[config.mk]
export PLATFORM = sky130hd
export DESIGN_NAME = ras_stack
export DESIGN_NICKNAME = d
export VERILOG_FILES = /design/src/rtl/ras_pkg.sv /design/src/rtl/ras_ptr.sv /design/src/rtl/ras_store.sv /design/src/rtl/ras_fault.sv /design/src/rtl/ras_stack.sv
export SDC_FILE = /design/constraint.sdc
export NUM_CORES = 1
export LEC_CHECK = 0
export BUFFER_PORTS_ARGS = -buffer_cell sky130_fd_sc_hd__buf_2
export CAP_MARGIN = 20
export CELL_PAD_IN_SITES_DETAIL_PLACEMENT = 0
export CELL_PAD_IN_SITES_GLOBAL_PLACEMENT = 2
export CORE_ASPECT_RATIO = 0.6
export CORE_UTILIZATION = 25
export DETAILED_ROUTE_END_ITERATION = 7
export HOLD_SLACK_MARGIN = 0.05
export PLACE_DENSITY = 0.59
export SYNTH_ARGS = -nofsm -noshare
export SYNTH_HDL_FRONTEND = slang
export SYNTH_SLANG_ARGS = --single-unit
[constraint.sdc]
create_clock -name clk -period 2.7 [get_ports clk]
set_clock_uncertainty 0.1 [all_clocks]
set_input_delay 0.27 -clock clk [delete_from_list [all_inputs] [get_ports clk]]
set_output_delay 0.27 -clock clk [all_outputs]
set_load 0.01 [all_outputs]
[src/rtl/ras_pkg.sv]
package ras_pkg;
    typedef enum logic [1:0] {
        OP_IDLE = 2'b00,
        OP_PUSH = 2'b01,
        OP_POP  = 2'b10,
        OP_SWAP = 2'b11
    } ras_op_e;

    typedef struct packed {
        logic ovf;
        logic unf;
        logic req;
    } ras_fault_t;

    function automatic ras_op_e ras_decode(input logic push, input logic pop);
        return ras_op_e'({pop, push});
    endfunction
endpackage

[src/rtl/ras_ptr.sv]
module ras_ptr
    import ras_pkg::*;
#(
    parameter int DEPTH = 16,
    localparam int PW = $clog2(DEPTH),
    localparam int CW = $clog2(DEPTH + 1)
) (
    input  logic          clk,
    input  logic          rst_n,
    input  logic          push_i,
    input  logic          pop_i,
    output logic          wr_en_o,
    output logic [PW-1:0] wr_idx_o,
    output logic [PW-1:0] rd_idx_o,
    output logic          empty_o,
    output logic          ovf_evt_o,
    output logic          unf_evt_o,
    output logic [CW-1:0] cnt_o
);
    typedef struct packed {
        logic [CW-1:0] cnt;
    } ptr_t;

    ptr_t    st_d, st_q;
    ras_op_e op;
    logic    full, empty;

    always_comb begin
        op        = ras_decode(push_i, pop_i);
        full      = (st_q.cnt == CW'(DEPTH));
        empty     = (st_q.cnt == '0);
        st_d      = st_q;
        wr_en_o   = 1'b0;
        wr_idx_o  = PW'(st_q.cnt);
        ovf_evt_o = 1'b0;
        unf_evt_o = 1'b0;
        unique case (op)
            OP_PUSH: begin
                if (full) begin
                    ovf_evt_o = 1'b1;
                end else begin
                    wr_en_o  = 1'b1;
                    st_d.cnt = st_q.cnt + CW'(1);
                end
            end
            OP_POP: begin
                if (empty) unf_evt_o = 1'b1;
                else       st_d.cnt  = st_q.cnt - CW'(1);
            end
            OP_SWAP: begin
                wr_en_o = 1'b1;
                if (empty) begin
                    unf_evt_o = 1'b1;
                    wr_idx_o  = '0;
                    st_d.cnt  = CW'(1);
                end else begin
                    wr_idx_o = PW'(st_q.cnt - CW'(1));
                end
            end
            default: ;
        endcase
        rd_idx_o = PW'(st_q.cnt - CW'(1));
        empty_o  = empty;
        cnt_o    = st_q.cnt;
    end

    always_ff @(posedge clk or negedge rst_n) begin
        if (!rst_n) st_q <= '0;
        else        st_q <= st_d;
    end
endmodule

[src/rtl/ras_store.sv]
module ras_store #(
    parameter int DEPTH = 16,
    parameter int AW    = 15,
    localparam int PW   = $clog2(DEPTH)
) (
    input  logic          clk,
    input  logic          rst_n,
    input  logic          wr_en_i,
    input  logic [PW-1:0] wr_idx_i,
    input  logic [AW-1:0] wr_data_i,
    input  logic [PW-1:0] rd_idx_i,
    output logic [AW-1:0] rd_data_o
);
    logic [AW-1:0] mem_d [DEPTH];
    logic [AW-1:0] mem_q [DEPTH];

    for (genvar g = 0; g < DEPTH; g++) begin : g_ent
        always_comb begin
            mem_d[g] = mem_q[g];
            if (wr_en_i && (wr_idx_i == PW'(g))) mem_d[g] = wr_data_i;
        end
        always_ff @(posedge clk or negedge rst_n) begin
            if (!rst_n) mem_q[g] <= '0;
            else        mem_q[g] <= mem_d[g];
        end
    end

    assign rd_data_o = mem_q[rd_idx_i];
endmodule

[src/rtl/ras_fault.sv]
module ras_fault
    import ras_pkg::*;
(
    input  logic clk,
    input  logic rst_n,
    input  logic ovf_evt_i,
    input  logic unf_evt_i,
    input  logic clr_i,
    input  logic rst_en_i,
    output logic ovf_o,
    output logic unf_o,
    output logic req_o
);
    ras_fault_t f_d, f_q;

    always_comb begin
        f_d     = f_q;
        if (clr_i) begin
            f_d.ovf = 1'b0;
            f_d.unf = 1'b0;
        end
        if (ovf_evt_i) f_d.ovf = 1'b1;
        if (unf_evt_i) f_d.unf = 1'b1;
        f_d.req = rst_en_i & (ovf_evt_i | unf_evt_i);
    end

    always_ff @(posedge clk or negedge rst_n) begin
        if (!rst_n) f_q <= '0;
        else        f_q <= f_d;
    end

    assign ovf_o = f_q.ovf;
    assign unf_o = f_q.unf;
    assign req_o = f_q.req;
endmodule

[src/rtl/ras_stack.sv]
module ras_stack #(
    parameter int DEPTH = 16,
    parameter int AW    = 15,
    localparam int PW   = $clog2(DEPTH),
    localparam int CW   = $clog2(DEPTH + 1)
) (
    input  logic          clk,
    input  logic          rst_n,
    input  logic          push_i,
    input  logic [AW-1:0] push_addr_i,
    input  logic          pop_i,
    input  logic          flag_clr_i,
    input  logic          fault_rst_en_i,
    output logic [AW-1:0] tos_o,
    output logic          ovf_o,
    output logic          unf_o,
    output logic          rst_req_o
);
    logic          wr_en, empty, ovf_evt, unf_evt;
    logic [PW-1:0] wr_idx, rd_idx;
    logic [CW-1:0] cnt_w;
    logic [AW-1:0] rd_data;

    ras_ptr #(.DEPTH(DEPTH)) u_ptr (
        .clk(clk), .rst_n(rst_n), .push_i(push_i), .pop_i(pop_i),
        .wr_en_o(wr_en), .wr_idx_o(wr_idx), .rd_idx_o(rd_idx),
        .empty_o(empty), .ovf_evt_o(ovf_evt), .unf_evt_o(unf_evt),
        .cnt_o(cnt_w)
    );

    ras_store #(.DEPTH(DEPTH), .AW(AW)) u_store (
        .clk(clk), .rst_n(rst_n), .wr_en_i(wr_en), .wr_idx_i(wr_idx),
        .wr_data_i(push_addr_i), .rd_idx_i(rd_idx), .rd_data_o(rd_data)
    );

    ras_fault u_fault (
        .clk(clk), .rst_n(rst_n), .ovf_evt_i(ovf_evt), .unf_evt_i(unf_evt),
        .clr_i(flag_clr_i), .rst_en_i(fault_rst_en_i),
        .ovf_o(ovf_o), .unf_o(unf_o), .req_o(rst_req_o)
    );

    assign tos_o = empty ? '0 : rd_data;
endmodule

==> results of run 1 <==
[what timing repair did]
action                                 CTS  global route
hold buffers                             4             0
endpoints found under the hold margin  225             0
setup endpoints to repair               30           142
buffers inserted                        11             3
gates resized for setup                 34            20
pin swaps                               11             8
gates cloned                             6             4
[worst min path at each step]
stage | startpoint | endpoint | slack [ns] | cells after the start
2_1_floorplan | rst_n | u_fault.ovf_o | -0.13 | 0
3_3_place_gp | rst_n | u_store.mem_q[31] | 0.12 | 1
3_5_place_dp | rst_n | u_store.mem_q[16] | 0.12 | 1
4_1_cts | push_addr_i[12] | u_store.mem_q[177] | 0.09 | 2
5_1_grt | push_addr_i[12] | u_store.mem_q[57] | 0.12 | 2
6_report | rst_n | u_ptr.cnt_o[1] | 0.11 | 2
[per-stage QoR]
step,std cells,setup slack [ns],util [%]
floorplan,806,-0.0105,-
global placement,1473,-0.0624,28.7
detailed placement,1473,-0.0248,28.7
CTS,1542,-0.384,31.8
global route,1548,-0.437,32.1
finish,1548,-0.342,32.1
[power breakdown]
| group | switching (mW) | total, mW | leakage [nW] | internal, mW |
|---|---|---|---|---|
| logic | 4.58 | 10.2 | 2.81 | 5.66 |
| registers | 0.882 | 6.32 | 3.12 | 5.44 |
| clock network | 1.53 | 3.93 | 0.468 | 2.40 |
[state kept, by name (all words and copies together), names as in the netlist]
signal	cells
u_fault.ovf_o	1
u_fault.req_o	1
u_fault.unf_o	1
u_ptr.cnt_o	5
u_store.mem_q	240
[cells in the final DEF, fill, tap and decap left out, types with 6 or more instances in the layout]
master and instances:
nand2_1 42, clkbuf_16 31, a21oi_2 10, buf_6 6
a221o_1 14, dfrtp_1 247, a21oi_1 15, mux2_4 10
nor2_1 16, clkinv_2 6, mux2_2 230, buf_2 36
clkbuf_8 7, mux4_2 60, buf_12 27, buf_4 42
[logic make-up (layout without fill, tap and decap cells)]
logic type      Yosys count  in the layout  share of synthesized area (%)
mux                     303            303                           34.8
flops                   248            248                           52.4
simple gates            104            104                           4.62
compound gates           72             72                           4.48
buf+inv                  72            184                           3.16
xor+xnor                  4              4                          0.296
fa+ha+maj                 3              3                          0.317
[layer usage]
metal | up-vias | track usage [%]
li1 | 3208 | -
met1 | 3816 | 22.4
met2 | 99 | 20.6
met3 | 30 | 2.19
met4 | 0 | 2.51
met5 | - | 0
[Yosys cell counts (4+ instances only)]
cell type,number,area share (%)
inv_1,7,0.22
mux2_2,230,22
a21oi_1,26,1.1
mux4_2,60,11
nor2_1,17,0.54
nand2_1,45,1.4
clkbuf_1,29,0.92
buf_4,8,0.51
dfrtp_1,248,52
nor2_2,5,0.26
buf_2,22,0.93
buf_6,4,0.38
nor3_1,6,0.25
nand2b_1,5,0.26
mux2_4,10,1.3
o22ai_1,5,0.26
nor4b_1,4,0.30
o21ai_0,6,0.25
a221o_1,14,1.2
[worst reg2reg max path: stages (launching register included)]
cell and delay (ns):
dfrtp_4 0.53, buf_4 0.17, or3_4 0.38, buf_4 0.16
nor4b_4 0.27, o31ai_2 0.10, buf_4 0.18, nor2_4 0.16
clkbuf_16 0.20, mux2_2 0.33
[layout make-up]
type	count	share of cell area, %
inverter	7	0.209
multi-input combinational	486	36.7
sequential	248	41.5
tap	630	5.27
clock buffer	38	5.26
clock inverter	10	1.00
timing repair buffer	129	10.1
==> results.json, run 1 <==
{
  "status": "finished, violations left",
  "violations": "negative setup slack",
  "io_pins": 39,
  "yosysWarnings": 0,
  "grt_pass1_wl_um": 51900,
  "crit_buf_inv": 4,
  "finalWeightedCongestion": 0.762,
  "ys.flop_type": "dfrtp_1",
  "placed_area_um2": 13400,
  "synth_edf_count": 0,
  "synth.distinct_cells": 55,
  "grt_max_degree": 73,
  "setup_slack_ns": -0.342,
  "hp-class": "in2async",
  "worstReg2RegEnd": "u_store.mem_q[69]",
  "cts.sinks": 248,
  "diodes": 0,
  "cap_violations": 0,
  "grt_usage_pct": 14.3,
  "required_ns": 2.33,
  "slowest_stage": "dfrtp_4",
  "finalSetupViolCount": 37,
  "rsz0062_at_grt": "true",
  "cts_tree": "built",
  "wl_met2_um": 14500,
  "cp-endpoint": "tos_o[11]",
  "drt_wl_total_um": 34200,
  "cts_buffers": 27,
  "synthCells": 806,
  "r2r_setup_slack_ns": -0.03,
  "period_needed_ns": 3.04,
  "slowest_delay_ns": 0.53,
  "critPathTopFamily": "buffers and inverters",
  "die_h_um": 171,
  "timing.final.crit_share_pct": 113,
  "finalPower_mw": 20.5,
  "worst_hold_slack_ns": 0.106,
  "hpwl_um": 21100,
  "cp_num_cells": 8,
  "p_leak_nw": 6.40,
  "core_area_um2": 46600,
  "clk_pin_slew_ns": 0.07,
  "die_x_um": 283,
  "cp-start-kind": "flip-flop",
  "gr-total-overflow": 0,
  "wl_per_cell_um": 22.1,
  "route.met3.wl_um": 1590,
  "max_freq_mhz": 329,
  "clock_path_buffers": 3,
  "htreeDepth": 1,
  "nFillCells": 4624,
  "synth-seq-area-share_pct": 52.4,
  "antenna_found_initial": 0,
  "synth_nets": 830,
  "worstRegToRegCells": 9,
  "drt-met1-wl_um": 17700,
  "tns_ns": -4.87,
  "worst_setup_path_end_kind": "primary output",
  "hold_violations": 0,
  "ys_ff_latch": 248,
  "criticalPathCategory": "reg2out",
  "crit_chain": "inv_6 > ha_4 > xor2_4 > buf_12 > buf_16 > mux4_2 > a221o_1 > buf_2",
  "p_per_area_nw_per_um2": 1370,
  "antenna_left": 0,
  "clkLatencyLatePin_ns": 0.54,
  "io_buffers": 38,
  "vias_per_cell": 4.62,
  "top_layer_used": "met4",
  "start_util_pct": 25.5,
  "worst_ir_drop_vdd_uv": 605,
  "drt-pass1-iter-count": 4,
  "vias": 7153,
  "worstPathArrival_ns": 2.67,
  "cp_max_fo": 11,
  "root_buffer": "clkbuf_16",
  "drive_gt1_share_pct": 57.0,
  "area_growth_pct": 26.2,
  "fin_nets": 923,
  "design_area_um2": 15000,
  "grt_pass1_vias": 7577,
  "multi_input_area_um2": 5490,
  "syn_area_um2": 11900,
  "max_slew.worst_pin.slew_ns": 0.485,
  "syn_area_per_cell_um2": 14.7,
  "drtIter0Drc": 371,
  "async_reset_ff_share_pct": 100,
  "rows": 61,
  "final_max_slew_viol_count": 0,
  "drc_errors": 0,
  "worstReg2RegStart": "u_ptr.cnt_o[0]",
  "dieArea_um2": 48300,
  "seqCellArea_um2": 6210,
  "startpoint": "u_ptr.cnt_o[0]",
  "maxSlewHeadroom_pct": 67.5
}
No activity file was read; power rests on OpenSTA's default activity.
==> run 2: changes to the inputs <==
--- a/config.mk
+++ b/config.mk
@@ -10,10 +10,10 @@
 export CELL_PAD_IN_SITES_DETAIL_PLACEMENT = 0
 export CELL_PAD_IN_SITES_GLOBAL_PLACEMENT = 2
 export CORE_ASPECT_RATIO = 0.6
-export CORE_UTILIZATION = 25
+export CORE_UTILIZATION = 35
 export DETAILED_ROUTE_END_ITERATION = 7
 export HOLD_SLACK_MARGIN = 0.05
-export PLACE_DENSITY = 0.59
+export PLACE_DENSITY = 0.75
 export SYNTH_ARGS = -nofsm -noshare
 export SYNTH_HDL_FRONTEND = slang
 export SYNTH_SLANG_ARGS = --single-unit
==> results.json, run 2 (same netlist as run 1, synthesis figures left out) <==
{
  "period_needed_ns": 3.01,
  "violations": "negative setup slack",
  "max_freq_mhz": 332,
  "setup_slack_ns": -0.314,
  "final_cell_mix": "246 x dfrtp_1, 230 x mux2_2, 60 x mux4_2",
  "dieArea_um2": 34600,
  "hp-class": "in2reg",
  "htreeDepth": 1,
  "io_buffers": 38,
  "cp_max_fo": 8,
  "diodes": 0,
  "clkLatencyLatePin_ns": 0.53,
  "core_area_um2": 32900,
  "hpwl_um": 20100,
  "r2r_setup_slack_ns": 0.03,
  "required_ns": 2.33,
  "vias": 7455,
  "drt_wl_total_um": 32700,
  "cts.sinks": 248,
  "p_per_area_nw_per_um2": 1400,
  "cts_tree": "built",
  "worst_hold_slack_ns": 0.165,
  "clk_pin_slew_ns": 0.07,
  "die_x_um": 240,
  "vias_per_cell": 5.38,
  "clock_path_buffers": 3,
  "cp-start-kind": "flip-flop",
  "seqCellArea_um2": 6210,
  "grt_pass1_vias": 7377,
  "crit_chain": "inv_6 > ha_4 > xor2_4 > buf_4 > buf_6 > buf_16 > mux4_2 > a221o_1 > buf_2",
  "rows": 51,
  "largest_reg_flops": 240,
  "drive_gt1_share_pct": 59.0,
  "antenna_left": 0,
  "slowest_delay_ns": 0.52,
  "cts_buffers": 26,
  "fin_nets": 939,
  "worst_setup_path_end_kind": "primary output",
  "status": "finished, violations left",
  "drt-pass1-iter-count": 5,
  "hold_violations": 0,
  "largest-register": "u_store.mem_q",
  "p_leak_nw": 6.47,
  "cap_violations": 0,
  "final_common_cell": "dfrtp_1",
  "grt_max_degree": 70,
  "finalSetupViolCount": 15,
  "io_pins": 39,
  "slowest_stage": "dfrtp_4",
  "worstPathArrival_ns": 2.64,
  "area_growth_pct": 26.2,
  "drc_errors": 0,
  "gr-total-overflow": 0,
  "post-place-cells": 1299,
  "finalPower_mw": 20.9,
  "start_util_pct": 36.1,
  "grt_usage_pct": 19.2,
  "crit_buf_inv": 5,
  "timing.final.crit_share_pct": 112,
  "die_h_um": 145,
  "final_cell_count_no_fill": 1385,
  "antenna_found_initial": 0,
  "rsz0062_at_grt": "true",
  "tns_ns": -4.07,
  "critPathTopFamily": "buffers and inverters",
  "multi_input_area_um2": 5610,
  "root_buffer": "clkbuf_16",
  "grt_pass1_wl_um": 49100,
  "nFillCells": 2835,
  "criticalPathCategory": "reg2out",
  "worst_ir_drop_vdd_uv": 614,
  "maxSlewHeadroom_pct": 44.8,
  "fin_util_pct": 45.5,
  "finalWeightedCongestion": 0.766,
  "max_slew.worst_pin.slew_ns": 0.823,
  "final_max_slew_viol_count": 0,
  "drtIter0Drc": 523,
  "wl_per_cell_um": 23.6
}
-- run 2: final timing paths --
| path | from | end | cells after the start |
|---|---|---|---|
| worst max-delay path | u_ptr.cnt_o[0] | tos_o[0] | 9 |
| worst min-delay path | pop_i | u_fault.ovf_o | 4 |
| worst max register to register | u_ptr.cnt_o[0] | u_store.mem_q[101] | 9 |
| worst min register to register | u_store.mem_q[59] | u_store.mem_q[59] | 1 |
| max in group asynchronous | rst_n | u_store.mem_q[23] | 3 |
| min in group asynchronous | rst_n | u_store.mem_q[226] | 2 |
-- run 2: timing repair --
item | 4_1_cts | 5_1_grt
resized for setup | 55 | 28
cloned | 6 | 3
hold endpoints to repair | 66 | 0
pin swaps | 12 | 19
endpoints found under the setup margin | 15 | 205
buffers inserted | 20 | 5
hold buffers | 6 | 0
-- run 2: area by class of cell --
type / instances / share of cell area [%]
inverters: 7 / 0.209
clock buffers: 34 / 5.03
clock inverters: 14 / 1.42
multi-input cells: 486 / 37.5
well taps: 450 / 3.76
repair buffers: 146 / 10.6
flip-flops and latches: 248 / 41.5
-- run 2: per-layer routing --
metal / track usage, % / routed length [um] / part of all wire, % / vias up
li1: - / - / - / 3231
met1: 30.6 / 17000 / 52 / 4042
met2: 27.8 / 14200 / 43 / 157
met3: 2.69 / 1240 / 3.8 / 25
met4: 2.60 / 310 / 0.95 / 0
met5: 0 / 0 / 0 / -
-- run 2: worst register-to-register path, delay by kind of cell, from the launching register on --
family                 cells  cell delay (ns)
AO/OA/AOI/OAI              1             0.12
buffers and inverters      4             0.70
flip-flops                 1             0.52
multiplexers               1             0.33
AND/OR/NAND/NOR            3             0.77
-- run 2: through the flow --
| step | setup WS [ns] | area [um2] |
|---|---|---|
| detailed placement | 0.0508 | 13200 |
| floorplan | -0.0105 | 11900 |
| global route | -0.397 | 15000 |
| finish | -0.314 | 15000 |
| global placement | 0.0636 | 13200 |
| CTS | -0.326 | 14800 |
-- run 2: power by group --
group	total, mW	internal [mW]	switching (mW)
registers	6.36	5.44	0.914
clock network	4.00	2.45	1.55
logic	10.5	5.82	4.69
